`src/rtl/gpio_mask_pkg.sv`:
```
package gpio_mask_pkg;

    localparam int NPINS  = 8;
    localparam int ADDR_W = 12;
    localparam int DATA_W = 32;

    typedef enum logic [3:0] {
        SEL_DATA,
        SEL_DIR,
        SEL_SENSE,
        SEL_BOTH,
        SEL_EVT,
        SEL_ENA,
        SEL_RAW,
        SEL_MIS,
        SEL_CLR,
        SEL_ALT,
        SEL_ID,
        SEL_RSVD
    } reg_sel_e;

    typedef struct packed {
        logic [NPINS-1:0] dir;
        logic [NPINS-1:0] sense;
        logic [NPINS-1:0] both;
        logic [NPINS-1:0] evt;
        logic [NPINS-1:0] ena;
        logic [NPINS-1:0] alt;
    } cfg_t;

    function automatic reg_sel_e decode_addr(input logic [ADDR_W-1:0] a);
        reg_sel_e s;
        if (a < 12'h400) begin
            s = SEL_DATA;
        end else if (a >= 12'hFE0) begin
            s = SEL_ID;
        end else begin
            case (a[ADDR_W-1:2])
                10'h100: s = SEL_DIR;
                10'h101: s = SEL_SENSE;
                10'h102: s = SEL_BOTH;
                10'h103: s = SEL_EVT;
                10'h104: s = SEL_ENA;
                10'h105: s = SEL_RAW;
                10'h106: s = SEL_MIS;
                10'h107: s = SEL_CLR;
                10'h108: s = SEL_ALT;
                default: s = SEL_RSVD;
            endcase
        end
        return s;
    endfunction

    function automatic logic [7:0] id_byte(input logic [2:0] idx);
        logic [7:0] b;
        case (idx)
            3'd0: b = 8'h61;
            3'd1: b = 8'h10;
            3'd2: b = 8'h14;
            3'd3: b = 8'h00;
            3'd4: b = 8'h0D;
            3'd5: b = 8'hF0;
            3'd6: b = 8'h05;
            default: b = 8'hB1;
        endcase
        return b;
    endfunction

    function automatic logic sel_writable(input reg_sel_e s);
        return (s == SEL_DATA) || (s == SEL_DIR) || (s == SEL_SENSE) ||
               (s == SEL_BOTH) || (s == SEL_EVT) || (s == SEL_ENA) ||
               (s == SEL_CLR)  || (s == SEL_ALT);
    endfunction

endpackage

```
`src/rtl/gpio_pin_sync.sv`:
```
module gpio_pin_sync #(
    parameter int WIDTH  = 8,
    parameter int STAGES = 2
) (
    input  logic             clk,
    input  logic             rst,
    input  logic [WIDTH-1:0] d_async,
    output logic [WIDTH-1:0] q_sync
);
    logic [WIDTH-1:0] stage_q [STAGES];

    genvar g;
    generate
        for (g = 0; g < STAGES; g++) begin : g_stage
            if (g == 0) begin : g_first
                always_ff @(posedge clk) begin
                    if (rst) stage_q[g] <= '0;
                    else     stage_q[g] <= d_async;
                end
            end else begin : g_next
                always_ff @(posedge clk) begin
                    if (rst) stage_q[g] <= '0;
                    else     stage_q[g] <= stage_q[g-1];
                end
            end
        end
    endgenerate

    assign q_sync = stage_q[STAGES-1];
endmodule

```
`src/rtl/gpio_irq_detect.sv`:
```
module gpio_irq_detect #(
    parameter int WIDTH = 8
) (
    input  logic             clk,
    input  logic             rst,
    input  logic [WIDTH-1:0] cur,
    input  logic [WIDTH-1:0] dir,
    input  logic [WIDTH-1:0] sense,
    input  logic [WIDTH-1:0] both,
    input  logic [WIDTH-1:0] evt,
    output logic [WIDTH-1:0] set_vec
);
    logic [WIDTH-1:0] prev_q;
    logic [WIDTH-1:0] changed;
    logic [WIDTH-1:0] match;

    always_ff @(posedge clk) begin
        if (rst) prev_q <= '0;
        else     prev_q <= cur;
    end

    assign changed = (cur ^ prev_q) & ~dir;
    assign match   = ~(cur ^ evt);

    genvar i;
    generate
        for (i = 0; i < WIDTH; i++) begin : g_bit
            always_comb begin
                if (sense[i]) begin
                    set_vec[i] = match[i];
                end else if (changed[i]) begin
                    set_vec[i] = both[i] | match[i];
                end else begin
                    set_vec[i] = 1'b0;
                end
            end
        end
    endgenerate
endmodule

```
`src/rtl/gpio_mask_ctrl.sv`:
```
module gpio_mask_ctrl
    import gpio_mask_pkg::*;
#(
    parameter int SYNC_STAGES = 2
) (
    input  logic              clk,
    input  logic              rst,
    input  logic [ADDR_W-1:0] addr,
    input  logic              wr_en,
    input  logic [DATA_W-1:0] wdata,
    output logic [DATA_W-1:0] rdata,
    output logic              wr_err,
    input  logic [NPINS-1:0]  pin_in,
    output logic [NPINS-1:0]  pin_out,
    output logic [NPINS-1:0]  pin_oe,
    output logic [NPINS-1:0]  alt_sel,
    output logic              irq
);
    localparam int PAD_W = DATA_W - NPINS;

    reg_sel_e         sel;
    cfg_t             cfg_q;
    logic [NPINS-1:0] data_q;
    logic [NPINS-1:0] raw_q;
    logic [NPINS-1:0] sync_in;
    logic [NPINS-1:0] set_vec;
    logic [NPINS-1:0] byte_mask;
    logic [NPINS-1:0] wr_mask;
    logic [NPINS-1:0] clr_bits;
    logic [NPINS-1:0] masked;
    logic             err_q;

    assign sel       = decode_addr(addr);
    assign byte_mask = addr[NPINS+1:2];
    assign wr_mask   = (wr_en && sel == SEL_DATA) ? (byte_mask & cfg_q.dir) : '0;
    assign clr_bits  = (wr_en && sel == SEL_CLR) ? wdata[NPINS-1:0] : '0;
    assign masked    = raw_q & cfg_q.ena;

    gpio_pin_sync #(.WIDTH(NPINS), .STAGES(SYNC_STAGES)) u_sync (
        .clk     (clk),
        .rst     (rst),
        .d_async (pin_in),
        .q_sync  (sync_in)
    );

    gpio_irq_detect #(.WIDTH(NPINS)) u_detect (
        .clk     (clk),
        .rst     (rst),
        .cur     (data_q),
        .dir     (cfg_q.dir),
        .sense   (cfg_q.sense),
        .both    (cfg_q.both),
        .evt     (cfg_q.evt),
        .set_vec (set_vec)
    );

    // Data register: inputs follow the synchronizer, outputs take masked writes.
    genvar i;
    generate
        for (i = 0; i < NPINS; i++) begin : g_data
            always_ff @(posedge clk) begin
                if (rst)               data_q[i] <= 1'b0;
                else if (!cfg_q.dir[i]) data_q[i] <= sync_in[i];
                else if (wr_mask[i])   data_q[i] <= wdata[i];
            end
        end
    endgenerate

    always_ff @(posedge clk) begin
        if (rst) begin
            cfg_q <= '0;
        end else if (wr_en) begin
            case (sel)
                SEL_DIR:   cfg_q.dir   <= wdata[NPINS-1:0];
                SEL_SENSE: cfg_q.sense <= wdata[NPINS-1:0];
                SEL_BOTH:  cfg_q.both  <= wdata[NPINS-1:0];
                SEL_EVT:   cfg_q.evt   <= wdata[NPINS-1:0];
                SEL_ENA:   cfg_q.ena   <= wdata[NPINS-1:0];
                SEL_ALT:   cfg_q.alt   <= wdata[NPINS-1:0];
                default:   ;
            endcase
        end
    end

    // Set has priority over clear so a held level re-asserts at once.
    always_ff @(posedge clk) begin
        if (rst) raw_q <= '0;
        else     raw_q <= (raw_q & ~clr_bits) | set_vec;
    end

    always_ff @(posedge clk) begin
        if (rst) err_q <= 1'b0;
        else     err_q <= wr_en && !sel_writable(sel);
    end

    always_comb begin
        logic [NPINS-1:0] v;
        case (sel)
            SEL_DATA:  v = data_q & byte_mask;
            SEL_DIR:   v = cfg_q.dir;
            SEL_SENSE: v = cfg_q.sense;
            SEL_BOTH:  v = cfg_q.both;
            SEL_EVT:   v = cfg_q.evt;
            SEL_ENA:   v = cfg_q.ena;
            SEL_RAW:   v = raw_q;
            SEL_MIS:   v = masked;
            SEL_ALT:   v = cfg_q.alt;
            SEL_ID:    v = id_byte(addr[4:2]);
            default:   v = '0;
        endcase
        rdata = {{PAD_W{1'b0}}, v};
    end

    assign pin_out = data_q;
    assign pin_oe  = cfg_q.dir;
    assign alt_sel = cfg_q.alt;
    assign irq     = |masked;
    assign wr_err  = err_q;
endmodule

```
`config.mk`:
```
export PLATFORM = sky130hd
export DESIGN_NAME = gpio_mask_ctrl
export DESIGN_NICKNAME = d
export VERILOG_FILES = /design/src/rtl/gpio_mask_pkg.sv /design/src/rtl/gpio_pin_sync.sv /design/src/rtl/gpio_irq_detect.sv /design/src/rtl/gpio_mask_ctrl.sv
export SDC_FILE = /design/constraint.sdc
export NUM_CORES = 1
export LEC_CHECK = 0
export BUFFER_PORTS_ARGS = -buffer_cell sky130_fd_sc_hd__buf_2
export CORE_MARGIN = 2
export CORE_UTILIZATION = 33
export CTS_CLUSTER_SIZE = 30
export DETAILED_ROUTE_END_ITERATION = 8
export PLACE_DENSITY_LB_ADDON = 0.08
export SYNTH_ARGS = -nofsm -noshare
export SYNTH_HDL_FRONTEND = slang
export SYNTH_SLANG_ARGS = --single-unit
```
`constraint.sdc`:
```
create_clock -name clk -period 5.63 [get_ports clk]
set_input_delay 1.4075 -clock clk [delete_from_list [all_inputs] [get_ports clk]]
set_output_delay 1.4075 -clock clk [all_outputs]
set_load 0.02 [all_outputs]
```
==> results.cfg <==
[global_route]
grt_pass1_wl_um = 23700
grt_overflow = 0
antenna_found_initial = 0
gr-usage-all-layers_pct = 19.4
first_global_vias = 4032
grt_max_degree = 49

[setup_path]
path_max_fanout = 24
path_common_cell = buf_2
required_ns = 4.22
critical_path_buf_inv_count = 2
crit_type = input port to primary output
cpLargestDelayFamily = simple AND/OR/NAND/NOR gates
cp.arrival_ns = 3.41
worst_setup_path_start_kind = input port
path_cells = buf_2 -> nor2b_1 -> and4_1 -> a221oi_1 -> nand3_1 -> buf_2
end_kind = primary output
cp_slowest_stage_delay_ns = 0.54
crit_slowest_cell = and4_1
r2r_setup_slack_ns = 4.38

[route]
drc_errors = 0
drt_iter0_markers = 291
drt_wl_total_um = 15200
num_vias = 4331
dr.pass1.iters = 5
vias_per_cell = 5.48
post_drt_wl_per_cell_um = 19.3
drtAntennaViolNets = 0

[timing]
finalCriticalPeriod_ns = 4.82
finalClockSkew_ns = 0.00351
setup_tns_ns = 0
setup-violations-final = 0
max_slew.worst_pin.slew_ns = 1.07
slew_headroom_pct = 28.3
final.hold.worst_slack_ns = 0.438
period_share_pct = 85.5
fmax_ghz = 0.208
rsz0062_at_grt = false
hold_violations = 0
fin_ws_ns = 0.814
slew_viol_final = 0

[cts]
postCtsSetupBuffers = 0
cts_sinks = 89
numCtsBuffers = 9
clockRootBuffer = clkbuf_16
htree_num_levels = 3
clk_pin_slew_worst_paths_ns = 0.06
post_cts_resized = 0
ctsLongestPathBuffers = 2
cts_tree = built
clock_latency_ns = 0.35
cts_hold_buf = 0

[synthesis]
synthDistinctLibCells = 62
avgSynthCellArea_um2 = 8.50
syn_inst = 576
ys_ff_latch = 89
synth.yosys.seq_area_share_pct = 36.4
yosys_warnings = 0
synthFlopType = dfxtp_1
synth_edf_count = 0
synthArstFlopShare_pct = 0
netlist_area_um2 = 4900

[power_and_ir_drop]
p_per_area_nw_per_um2 = 253
pwr-share-seq_pct = 46.9
power.net_switching_mw = 0.340
power_leakage_nw = 2.24
peakVddDrop_v = 0.000155
totalPowerFinal_mw = 1.38
combPwrFrac_pct = 8.9
p_clk_share_pct = 44.2
power.share.switching_pct = 24.7
p_int_mw = 1.04

[floorplan]
die-area_um2 = 15800
ios = 113
core_area_um2 = 14500
die_x_um = 126
chipHeight_um = 126
fp-row-count = 44
start_util_pct = 33.7

[place]
dp_slack_ns = 0.971
hpwlAfterDp_um = 10500
routabilityCongestion = 0.894
port_buffers = 62
dpl.cell_count = 775
placed_cell_area_um2 = 5140

[finish]
finalCoreUtilization_pct = 37.4
drive_above_1_share_pct = 18.3
final_cell_area_um2 = 5440
mostFrequentLayoutCell = dfxtp_1
nNetsFinal = 657
syn_to_final_growth_pct = 11.1
final_cells = 790
diodes = 0
most-common-layout-cells = 89 x dfxtp_1, 62 x buf_2, 47 x nor2_1

[job]
drv_cap = 0

[run_status]
status = completed

[min_path]
hp-class = flop to flop
==> worst reg2reg max path, cell delays in order, from the launching register on <==
cell     delay [ns]
dfxtp_1        0.40
nor4b_1        0.34
a21oi_1        0.07
mux2_2         0.27
a21oi_1        0.11
==> metal layers <==
layer  routed length (µm)  up-vias  global-route usage, %  share of wire (%)
met5                    0        -                      0                  0
met4                  376        0                   7.82                2.5
met3                  998       24                   3.74                6.6
met2                 6470      169                   28.9                 43
met1                 7370     2076                   27.7                 48
li1                     -     2062                      -                  -
==> synth_stat cells (6+ instances only) <==
cell type  instances  area [µm²]
o21ai_1            6        30.0
o211ai_1           8        60.1
nand2_1           35         131
a21oi_1           31         155
nor2b_1           35         219
a22oi_1            7        52.6
inv_1             11        41.3
o21bai_1          10        75.1
nand3_1           30         150
nor2_1            47         176
a211oi_1          13        97.6
mux2_2             6        67.6
nor4b_1            9        78.8
mux2i_1           46         460
dfxtp_1           89        1780
o21ai_0           13        65.1
clkbuf_1          36         135
nand2b_1          10        62.6
nand4_1            6        37.5
buf_4             40         300
==> final timing paths <==
check                                  start                               to  cells after the start
max reg2reg           pin_oe[1]$_SDFFE_PP0P_              raw_q[1]$_SDFF_PP0_                      4
min reg2reg  u_sync.stage_q[0][4]$_SDFF_PP0_  u_sync.stage_q[1][4]$_SDFF_PP0_                      1
min          u_sync.stage_q[0][4]$_SDFF_PP0_  u_sync.stage_q[1][4]$_SDFF_PP0_                      1
max                                  addr[2]                         rdata[6]                      6
==> flip-flops by register name, summed over array words and instances (netlist names) <==
name             count
alt_sel              8
cfg_q               32
pin_oe               8
pin_out              8
raw_q                8
u_detect.prev_q      8
u_sync.stage_q      16
wr_err               1
==> area by class of cell <==
cell class,instances,area [µm²]
inverters,11,41.3
clock buffers,12,256
multi-input cells,419,2700
repair buffers,72,385
well taps,184,230
fillers,1528,9100
flip-flops and latches,89,1780
clock inverters,3,40.0
==> kinds of logic (layout without fill, tap and decap cells) <==
| logic type | after synthesis | count (layout) | synth area share, % |
|---|---|---|---|
| multiplexers | 52 | 52 | 10.8 |
| buffers and inverters | 91 | 98 | 10.3 |
| flip-flops | 89 | 89 | 36.4 |
| AND/OR/NAND/NOR | 221 | 221 | 25.6 |
| AO/OA/AOI/OAI | 120 | 120 | 16.5 |
| XOR/XNOR | 2 | 2 | 0.358 |
| other | 1 | 24 | 0.0766 |
==> power by group through the flow <==
stage	logic [mW]	clock network (mW)	registers, mW
3_3_place_gp	0.120	0	0.660
4_1_cts	0.121	0.626	0.646
6_report	0.122	0.609	0.646
3_5_place_dp	0.121	0	0.660
2_1_floorplan	0.0921	0	0.660
5_1_grt	0.132	0.654	0.647
(Power assumes the default switching activity.)
